File: src/rtl/pwm_pair_pkg.sv
package pwm_pair_pkg;
  typedef enum logic [1:0] {
    ACT_HOLD   = 2'd0,
    ACT_LOW    = 2'd1,
    ACT_HIGH   = 2'd2,
    ACT_TOGGLE = 2'd3
  } act_e;

  localparam logic [2:0] CLR_NONE = 3'd0;
  localparam logic [2:0] CLR_A    = 3'd1;
  localparam logic [2:0] CLR_B    = 3'd2;
  localparam logic [2:0] CLR_C    = 3'd3;
  localparam logic [2:0] CLR_D    = 3'd4;

  localparam int unsigned N_CMP  = 4;
  localparam int unsigned N_PAIR = 2;

  // packed msb-first: init1 is bit 12, act_a is bits 1:0
  typedef struct packed {
    logic       init1;
    logic       init0;
    logic [2:0] clr_sel;
    act_e       act_d;
    act_e       act_c;
    act_e       act_b;
    act_e       act_a;
  } ctrl_t;

  localparam int unsigned CTRL_W = $bits(ctrl_t);
endpackage

File: src/rtl/pwm_regfile.sv
module pwm_regfile
  import pwm_pair_pkg::*;
#(
  parameter int unsigned W  = 16,
  parameter int unsigned AW = 3
) (
  input  logic                     clk_i,
  input  logic                     rst_ni,
  input  logic                     wr_en_i,
  input  logic [AW-1:0]            wr_addr_i,
  input  logic [W-1:0]             wr_data_i,
  output logic [N_CMP-1:0][W-1:0]  cmp_o,
  output ctrl_t                    ctrl_o
);
  localparam logic [AW-1:0] CTRL_ADDR = AW'(N_CMP);

  for (genvar g = 0; g < N_CMP; g++) begin : g_cmp
    always_ff @(posedge clk_i or negedge rst_ni) begin
      if (!rst_ni)
        cmp_o[g] <= '0;
      else if (wr_en_i && wr_addr_i == AW'(g))
        cmp_o[g] <= wr_data_i;
    end
  end

  always_ff @(posedge clk_i or negedge rst_ni) begin
    if (!rst_ni)
      ctrl_o <= '0;
    else if (wr_en_i && wr_addr_i == CTRL_ADDR)
      ctrl_o <= ctrl_t'(wr_data_i[CTRL_W-1:0]);
  end
endmodule

File: src/rtl/pwm_counter.sv
module pwm_counter
  import pwm_pair_pkg::*;
#(
  parameter int unsigned W = 16
) (
  input  logic                    clk_i,
  input  logic                    rst_ni,
  input  logic                    en_i,
  input  logic [2:0]              clr_sel_i,
  input  logic [N_CMP-1:0][W-1:0] cmp_i,
  output logic [W-1:0]            cnt_o,
  output logic [N_CMP-1:0]        hit_o
);
  logic clr;

  for (genvar g = 0; g < N_CMP; g++) begin : g_hit
    assign hit_o[g] = (cnt_o == cmp_i[g]);
  end

  always_comb begin
    unique case (clr_sel_i)
      CLR_A:   clr = hit_o[0];
      CLR_B:   clr = hit_o[1];
      CLR_C:   clr = hit_o[2];
      CLR_D:   clr = hit_o[3];
      default: clr = 1'b0;
    endcase
  end

  always_ff @(posedge clk_i or negedge rst_ni) begin
    if (!rst_ni)
      cnt_o <= '0;
    else if (!en_i || clr)
      cnt_o <= '0;
    else
      cnt_o <= cnt_o + 1'b1;
  end
endmodule

File: src/rtl/pwm_pair_out.sv
module pwm_pair_out
  import pwm_pair_pkg::*;
#(
  parameter int unsigned W = 16
) (
  input  logic         clk_i,
  input  logic         rst_ni,
  input  logic         en_i,
  input  logic         init_i,
  input  logic [W-1:0] lead_val_i,
  input  logic [W-1:0] trail_val_i,
  input  logic         lead_hit_i,
  input  logic         trail_hit_i,
  input  act_e         lead_act_i,
  input  act_e         trail_act_i,
  output logic         pwm_o
);
  logic same;
  act_e act;
  logic nxt;

  assign same = (lead_val_i == trail_val_i);

  always_comb begin
    act = ACT_HOLD;
    if (!same) begin
      if (lead_hit_i)       act = lead_act_i;
      else if (trail_hit_i) act = trail_act_i;
    end
    unique case (act)
      ACT_LOW:    nxt = 1'b0;
      ACT_HIGH:   nxt = 1'b1;
      ACT_TOGGLE: nxt = ~pwm_o;
      default:    nxt = pwm_o;
    endcase
  end

  always_ff @(posedge clk_i or negedge rst_ni) begin
    if (!rst_ni)
      pwm_o <= 1'b0;
    else if (!en_i)
      pwm_o <= init_i;
    else
      pwm_o <= nxt;
  end
endmodule

File: src/rtl/pwm_pair_timer.sv
module pwm_pair_timer
  import pwm_pair_pkg::*;
#(
  parameter int unsigned W  = 16,
  parameter int unsigned AW = 3
) (
  input  logic              clk_i,
  input  logic              rst_ni,
  input  logic              en_i,
  input  logic              wr_en_i,
  input  logic [AW-1:0]     wr_addr_i,
  input  logic [W-1:0]      wr_data_i,
  output logic [N_PAIR-1:0] pwm_o
);
  logic [N_CMP-1:0][W-1:0] cmp_q;
  ctrl_t                   ctrl_q;
  logic [W-1:0]            cnt_q;
  logic [N_CMP-1:0]        hit;
  act_e [N_CMP-1:0]        act;
  logic [N_PAIR-1:0]       init;

  assign act  = {ctrl_q.act_d, ctrl_q.act_c, ctrl_q.act_b, ctrl_q.act_a};
  assign init = {ctrl_q.init1, ctrl_q.init0};

  pwm_regfile #(.W(W), .AW(AW)) regs_i (
    .clk_i     (clk_i),
    .rst_ni    (rst_ni),
    .wr_en_i   (wr_en_i),
    .wr_addr_i (wr_addr_i),
    .wr_data_i (wr_data_i),
    .cmp_o     (cmp_q),
    .ctrl_o    (ctrl_q)
  );

  pwm_counter #(.W(W)) cnt_i (
    .clk_i     (clk_i),
    .rst_ni    (rst_ni),
    .en_i      (en_i),
    .clr_sel_i (ctrl_q.clr_sel),
    .cmp_i     (cmp_q),
    .cnt_o     (cnt_q),
    .hit_o     (hit)
  );

  for (genvar p = 0; p < N_PAIR; p++) begin : g_pair
    pwm_pair_out #(.W(W)) out_i (
      .clk_i       (clk_i),
      .rst_ni      (rst_ni),
      .en_i        (en_i),
      .init_i      (init[p]),
      .lead_val_i  (cmp_q[2*p]),
      .trail_val_i (cmp_q[2*p+1]),
      .lead_hit_i  (hit[2*p]),
      .trail_hit_i (hit[2*p+1]),
      .lead_act_i  (act[2*p]),
      .trail_act_i (act[2*p+1]),
      .pwm_o       (pwm_o[p])
    );
  end
endmodule

File: config.mk
export PLATFORM = sky130hd
export DESIGN_NAME = pwm_pair_timer
export DESIGN_NICKNAME = d
export VERILOG_FILES = /design/src/rtl/pwm_pair_pkg.sv /design/src/rtl/pwm_regfile.sv /design/src/rtl/pwm_counter.sv /design/src/rtl/pwm_pair_out.sv /design/src/rtl/pwm_pair_timer.sv
export SDC_FILE = /design/constraint.sdc
export NUM_CORES = 1
export LEC_CHECK = 0
export BUFFER_PORTS_ARGS = -buffer_cell sky130_fd_sc_hd__buf_2
export CAP_MARGIN = 20
export CORE_AREA = 2 2 121 123
export CTS_CLUSTER_SIZE = 14
export DETAILED_ROUTE_END_ITERATION = 6
export DIE_AREA = 0 0 123 125
export HOLD_SLACK_MARGIN = 0.1
export PLACE_DENSITY = 0.58
export SLEW_MARGIN = 10
export SYNTH_ARGS = -nofsm -noshare
export SYNTH_HDL_FRONTEND = slang
export SYNTH_SLANG_ARGS = --single-unit
export TNS_END_PERCENT = 1
File: constraint.sdc
create_clock -name clk_i -period 2.9 [get_ports clk_i]
set_clock_uncertainty 0.05 [all_clocks]
set_input_delay 0.435 -clock clk_i [delete_from_list [all_inputs] [get_ports clk_i]]
set_output_delay 0.435 -clock clk_i [all_outputs]
set_load 0.02 [all_outputs]
# After elaboration in Yosys (flattened, before gate mapping)
# Cells that the tools add are included.
# totals
reg_bits	95
input_bits	23
out_inout_bits	2
word_cells	59
# op_classes
addsub	1
eq_ne	22
n_mux	12
bitwise	2
reduce_logical	8
# op_table
op	count
$eq 16x16->1	6
$add 16x1->16 const B	1
$mux 16	1
$eq 3x2->1 const B	4
$mux 2	6
$eq 2x2->1 const B	4
$ne 4x1->1 const B	2
$eq 3x1->1 const B	2
$eq 3x3->1 const B	2
$pmux 1 s3	2
$logic_and 1x1->1	5
$eq 2x1->1 const B	2
$pmux 1 s4	1
$logic_not 3->1	1
$mux 1	2
$not 1->1	2
$logic_not 1->1	1
$logic_or 1x1->1	1

# Longest topological paths before layout
# logic_depth
depth_word	7
mapped_depth	8
depth_no_buf	6

# By module
# A second synthesis with hierarchy kept.
# unflattened
cells_unflattened	441
hier_area_um2	5496.5
# modules_own_cells
module	instances	cells_per_inst	area_each_um2	seq_area_each_um2
pwm_regfile	1	166	2950.3	1926.8
pwm_counter	1	203	1960.6	400.4
pwm_pair_out	2	36	292.8	25.0

# Worst setup path after synthesis
# Ideal clock, no wire load.
# synth_timing
kind	reg-to-reg
start	register cnt_i.cnt_o[0]
end	register cnt_i.cnt_o[10]
setup_ns	0.120
arrival_ns	1.880
required_ns	2.730
slack_ns	0.850
path_stages_with_launch	9
n_path_buf	2
period_less_slack_ns	2.050
path_cell_list	dfrtp_1 > buf_4 > xnor2_1 > nand4_1 > nor4_4 > mux2i_2 > a211oi_4 > buf_8 > nor3_2
# synth_between
elab_chain_len	4
word_cells_on_any_way	8
cone_classes	1 x add/sub; 4 x eq/ne; 2 x mux; 1 x reduce/logical
# synth_rtl
element	line	source
start: declaration	pwm_counter.sv:11	output logic [W-1:0] cnt_o,
start signal: assignment	pwm_counter.sv:36	cnt_o <= cnt_o + 1'b1;
branches (longest 3 deep; another with $add 16x1->16)	n/a	
$mux 16 *	pwm_counter.sv:33	else if (!en_i || clr)
# Every way passes the cells marked *.
# A chain may end at the register's enable or synchronous reset.

# Worst setup path in the final report
# layout_timing
start	register cnt_i.cnt_o[2]
end	register cnt_i.cnt_o[1]
# layout_between
elab_chain_len	4
word_cells_on_any_way	7
cone_classes	4 x eq/ne; 2 x mux; 1 x reduce/logical
# layout_rtl
element	line	source
$eq 16x16->1	pwm_counter.sv:17	assign hit_o[g] = (cnt_o == cmp_i[g]);
$pmux 1 s4 *	pwm_counter.sv:21	unique case (clr_sel_i)
$logic_or 1x1->1 *	pwm_counter.sv:33	
$mux 16 *	pwm_counter.sv:33	
# Mark *: on every way between the ends. The rest lies on a longest branch, timed or not.

==> metrics.md <==
| Metric | Value |
|---|---|
| Status | completed |
| Register bit total from synthesis | 95 |
| Area of the multi-input gates | 2650 sq um |
| First-pass GRT wire length | 20.4 mm |
| Sequential fraction of the synthesis area | 0.455 |
| Final Slew Violations | 0 |
| Setup TNS | 0 ns |
| Netlist Area Pre-Place | around 5200 sq um |
| Worst-path clk slew | 0.07 ns |
| PortBufs | 24 |
| Initial antenna violation count | 0 |
| Vias in the first global route | 3455 |
| Hold Crit Class | in2reg |
| DIE WIDTH | 123 um |
| Worst EP arrival | between 2 and 3 ns |
| Hold Path Origin | wr_data_i[4] |
| Register area | 2380 sq um |
| Max-cap viol count | 0 |
| Net count, final | approximately 470 |
| DR pass1 iterations | 4 |
| Routed Antenna Nets | 0 |
| R2r endpoint | cnt_i.cnt_o[1]$_DFF_PN0_ |
| Post-CTS sizing | 0 |
| R2R cell count | 7 |
| Post-synth top area share | 0.455 |
| Layout cells sized above 1 | 0.293 |
| Vert. Die Dim | around 130 um |
| CTS HTree Levels | 3 |
| Clk Latency, worst-skew pair | 0.34 ns |
| Synth warn | 0 |
| Critical path type | reg2reg |
| Worst Path Max Fanout | 16 |
| WL per Instance | approximately 20 um |
| Layout fillers | 1370 |
| Area grow syn2layout | 10.3% |
| DRC viols | 0 |
| Max VDD drop | between 0.2 and 0.3 mV |
| Hpwl dp | between 9 and 10 mm |
| Final hold vios | 0 |
| Initial core utilization | 0.368 |
| Top cells by area, synth | dfrtp_1 45%, mux2_2 12%, xnor2_1 9.0% |
| Core ar. | 14200 sq um |
| Worst path required time | just over 3 ns |
| Min-Delay Path Depth | 2 |
| Overflow after GRT | 0 |
| 1st-iter DRT viols | about 200 |
| Cells after Synth | 424 |
| Slew headroom | 0.618 |
| Largest net degree at the start of global routing | 55 |
| Clock tree from TritonCTS | done |
| # diodes | 0 |
| Final setup violation count | 0 |
| Leakage power | between 2 and 2.5 nW |
| Fin crit share | 0.825 |
| Util after Layout | 0.406 |
| Worst flop-to-flop path startpoint | cnt_i.cnt_o[2]$_DFF_PN0_ |
| Vias | ~3.2k |
| Num CTS Buffers | 9 |
| Commonest non-fill, non-tap cells in the layout | 95 x dfrtp_1, 57 x mux2_2, 54 x xnor2_1 |
| FMAX | about 420 MHz |
| Vias/cell | just over 5 |
| Worst min-delay path endpoint | regs_i.cmp_o[36]$_DFFE_PN0P_ |
| R2R setup slack | slightly above 0.5 ns |
| Actual slew at the worst max-slew pin | 0.574 ns |
| Min cycle time layout | between 2 and 2.5 ns |
| Crit path launch type | register |
| Average size of a mapped cell | approximately 12 sq um |
| IO Count | 25 |
| RSZ-0062 raised after global routing | no |
| Syn nets | 448 |
| Std cell rows | 44 |
| Die Footprint | 15400 sq um |
| GRT Total Usage | 0.177 |
| Critical Path End Type | register |
| Root buf cell | clkbuf_16 |
| Yosys top cell by area | dfrtp_1 |
| PD cells | between 600 and 700 nW/um^2 |
| Distinct cells, synth | 41 |
| Max Buffers Root-to-Sink | 2 |
| Most common cell after layout, fill and taps aside | dfrtp_1 |
| GP Congestion | approximately 0.94 |
| Total routed wirelength | between 10 and 15 mm |
| Clk sinks | 95 |
## power breakdown
group,total (mW),internal (mW),switching (mW)
clock network,1.14,0.598,0.538
logic,0.812,0.443,0.369
registers,1.92,1.57,0.344
## synth_stat cells
cell type and n:
and3b_1 2, nor2b_1 3, clkbuf_1 5, mux2_1 20, nor4_4 3, and3_1 4, buf_4 6, buf_8 1
o21ai_1 1, dfrtp_1 95, nor4b_2 1, nor3_1 7, nand4_2 1, nor3b_1 2, nand3b_1 1, a211oi_1 2
o21ai_0 1, nor3_2 10, nor4_1 12, xnor2_2 4, ha_1 1, a211oi_4 1, and4_1 1, buf_6 8
dlygate4sd1_1 1, nand4_1 17, and2_1 2, nand3_1 10, inv_1 1, a21oi_1 2, mux2_2 57, and2_2 1
xnor2_1 54, nor4b_1 1, nor3b_2 1, nand2_1 20, buf_2 7, mux2i_2 1, xor2_1 52, nor2_1 4
o2111a_1 1
## repair_timing
item	4_1_cts	5_1_grt
setup buffers	0	0
hold endpoints to repair	41	0
hold buffers	1	0
## kinds of logic after synthesis
logic type	share of synthesized area
AND/OR/NAND/NOR	0.130
multiplexers	0.168
AO/OA/AOI/OAI	0.0127
buffers and inverters	0.0414
XOR/XNOR	0.190
adder cells (fa/ha/maj)	0.00239
flip-flops	0.455
## worst max path at each step
stage                                         from                   endpoint  slack (ns)  cells past startpoint
after floorplan           cnt_i.cnt_o[0]$_DFF_PN0_  cnt_i.cnt_o[10]$_DFF_PN0_        0.85                      8
after global placement    cnt_i.cnt_o[2]$_DFF_PN0_   cnt_i.cnt_o[0]$_DFF_PN0_        0.59                      7
after detailed placement  cnt_i.cnt_o[2]$_DFF_PN0_   cnt_i.cnt_o[4]$_DFF_PN0_        0.54                      7
after CTS                 cnt_i.cnt_o[2]$_DFF_PN0_   cnt_i.cnt_o[1]$_DFF_PN0_        0.51                      7
after global routing      cnt_i.cnt_o[2]$_DFF_PN0_   cnt_i.cnt_o[1]$_DFF_PN0_        0.41                      7
final                     cnt_i.cnt_o[2]$_DFF_PN0_   cnt_i.cnt_o[1]$_DFF_PN0_        0.51                      7
## registers in the layout (all words and copies together) (netlist names)
| name | cells |
|---|---|
| regs_i.cmp_o | 64 |
| g_pair.out_i.pwm_o | 2 |
| regs_i.ctrl_o | 13 |
| cnt_i.cnt_o | 16 |
## metal layers
metal,up-vias,wire length (um),GRT usage
met5,-,0,0
met3,16,445,0.0269
met1,1623,5680,0.245
li1,1500,-,-
met2,68,6160,0.286
met4,0,272,0.0555
## stage by stage
step	power, mW	setup WS (ns)	cells	area (sq um)	hold WS, ns
6_report	3.86	0.507	631	5770	0.320
5_1_grt	4.06	0.407	631	5770	0.317
4_1_cts	3.90	0.514	631	5770	0.312
3_5_place_dp	2.75	0.539	614	5470	0.418
3_3_place_gp	2.73	0.591	614	5470	0.407
2_1_floorplan	2.44	0.850	424	5230	0.0894
## critical path: stages (launching register included)
cell	delay, ns
dfrtp_1	0.67
xnor2_1	0.19
nand4_1	0.20
nor4_4	0.39
a21oi_1	0.18
a211oi_4	0.22
buf_4	0.29
nor3_1	0.09
## final cells by class
class                      instances  share of cell area
clock buffer                       9              0.0390
clock inverter                     7              0.0111
inverter                           1            0.000651
multi-input combinational        300               0.459
sequential                        95               0.412
tap                              184              0.0399
timing repair buffer              35              0.0382
(Power assumes the default switching activity.)
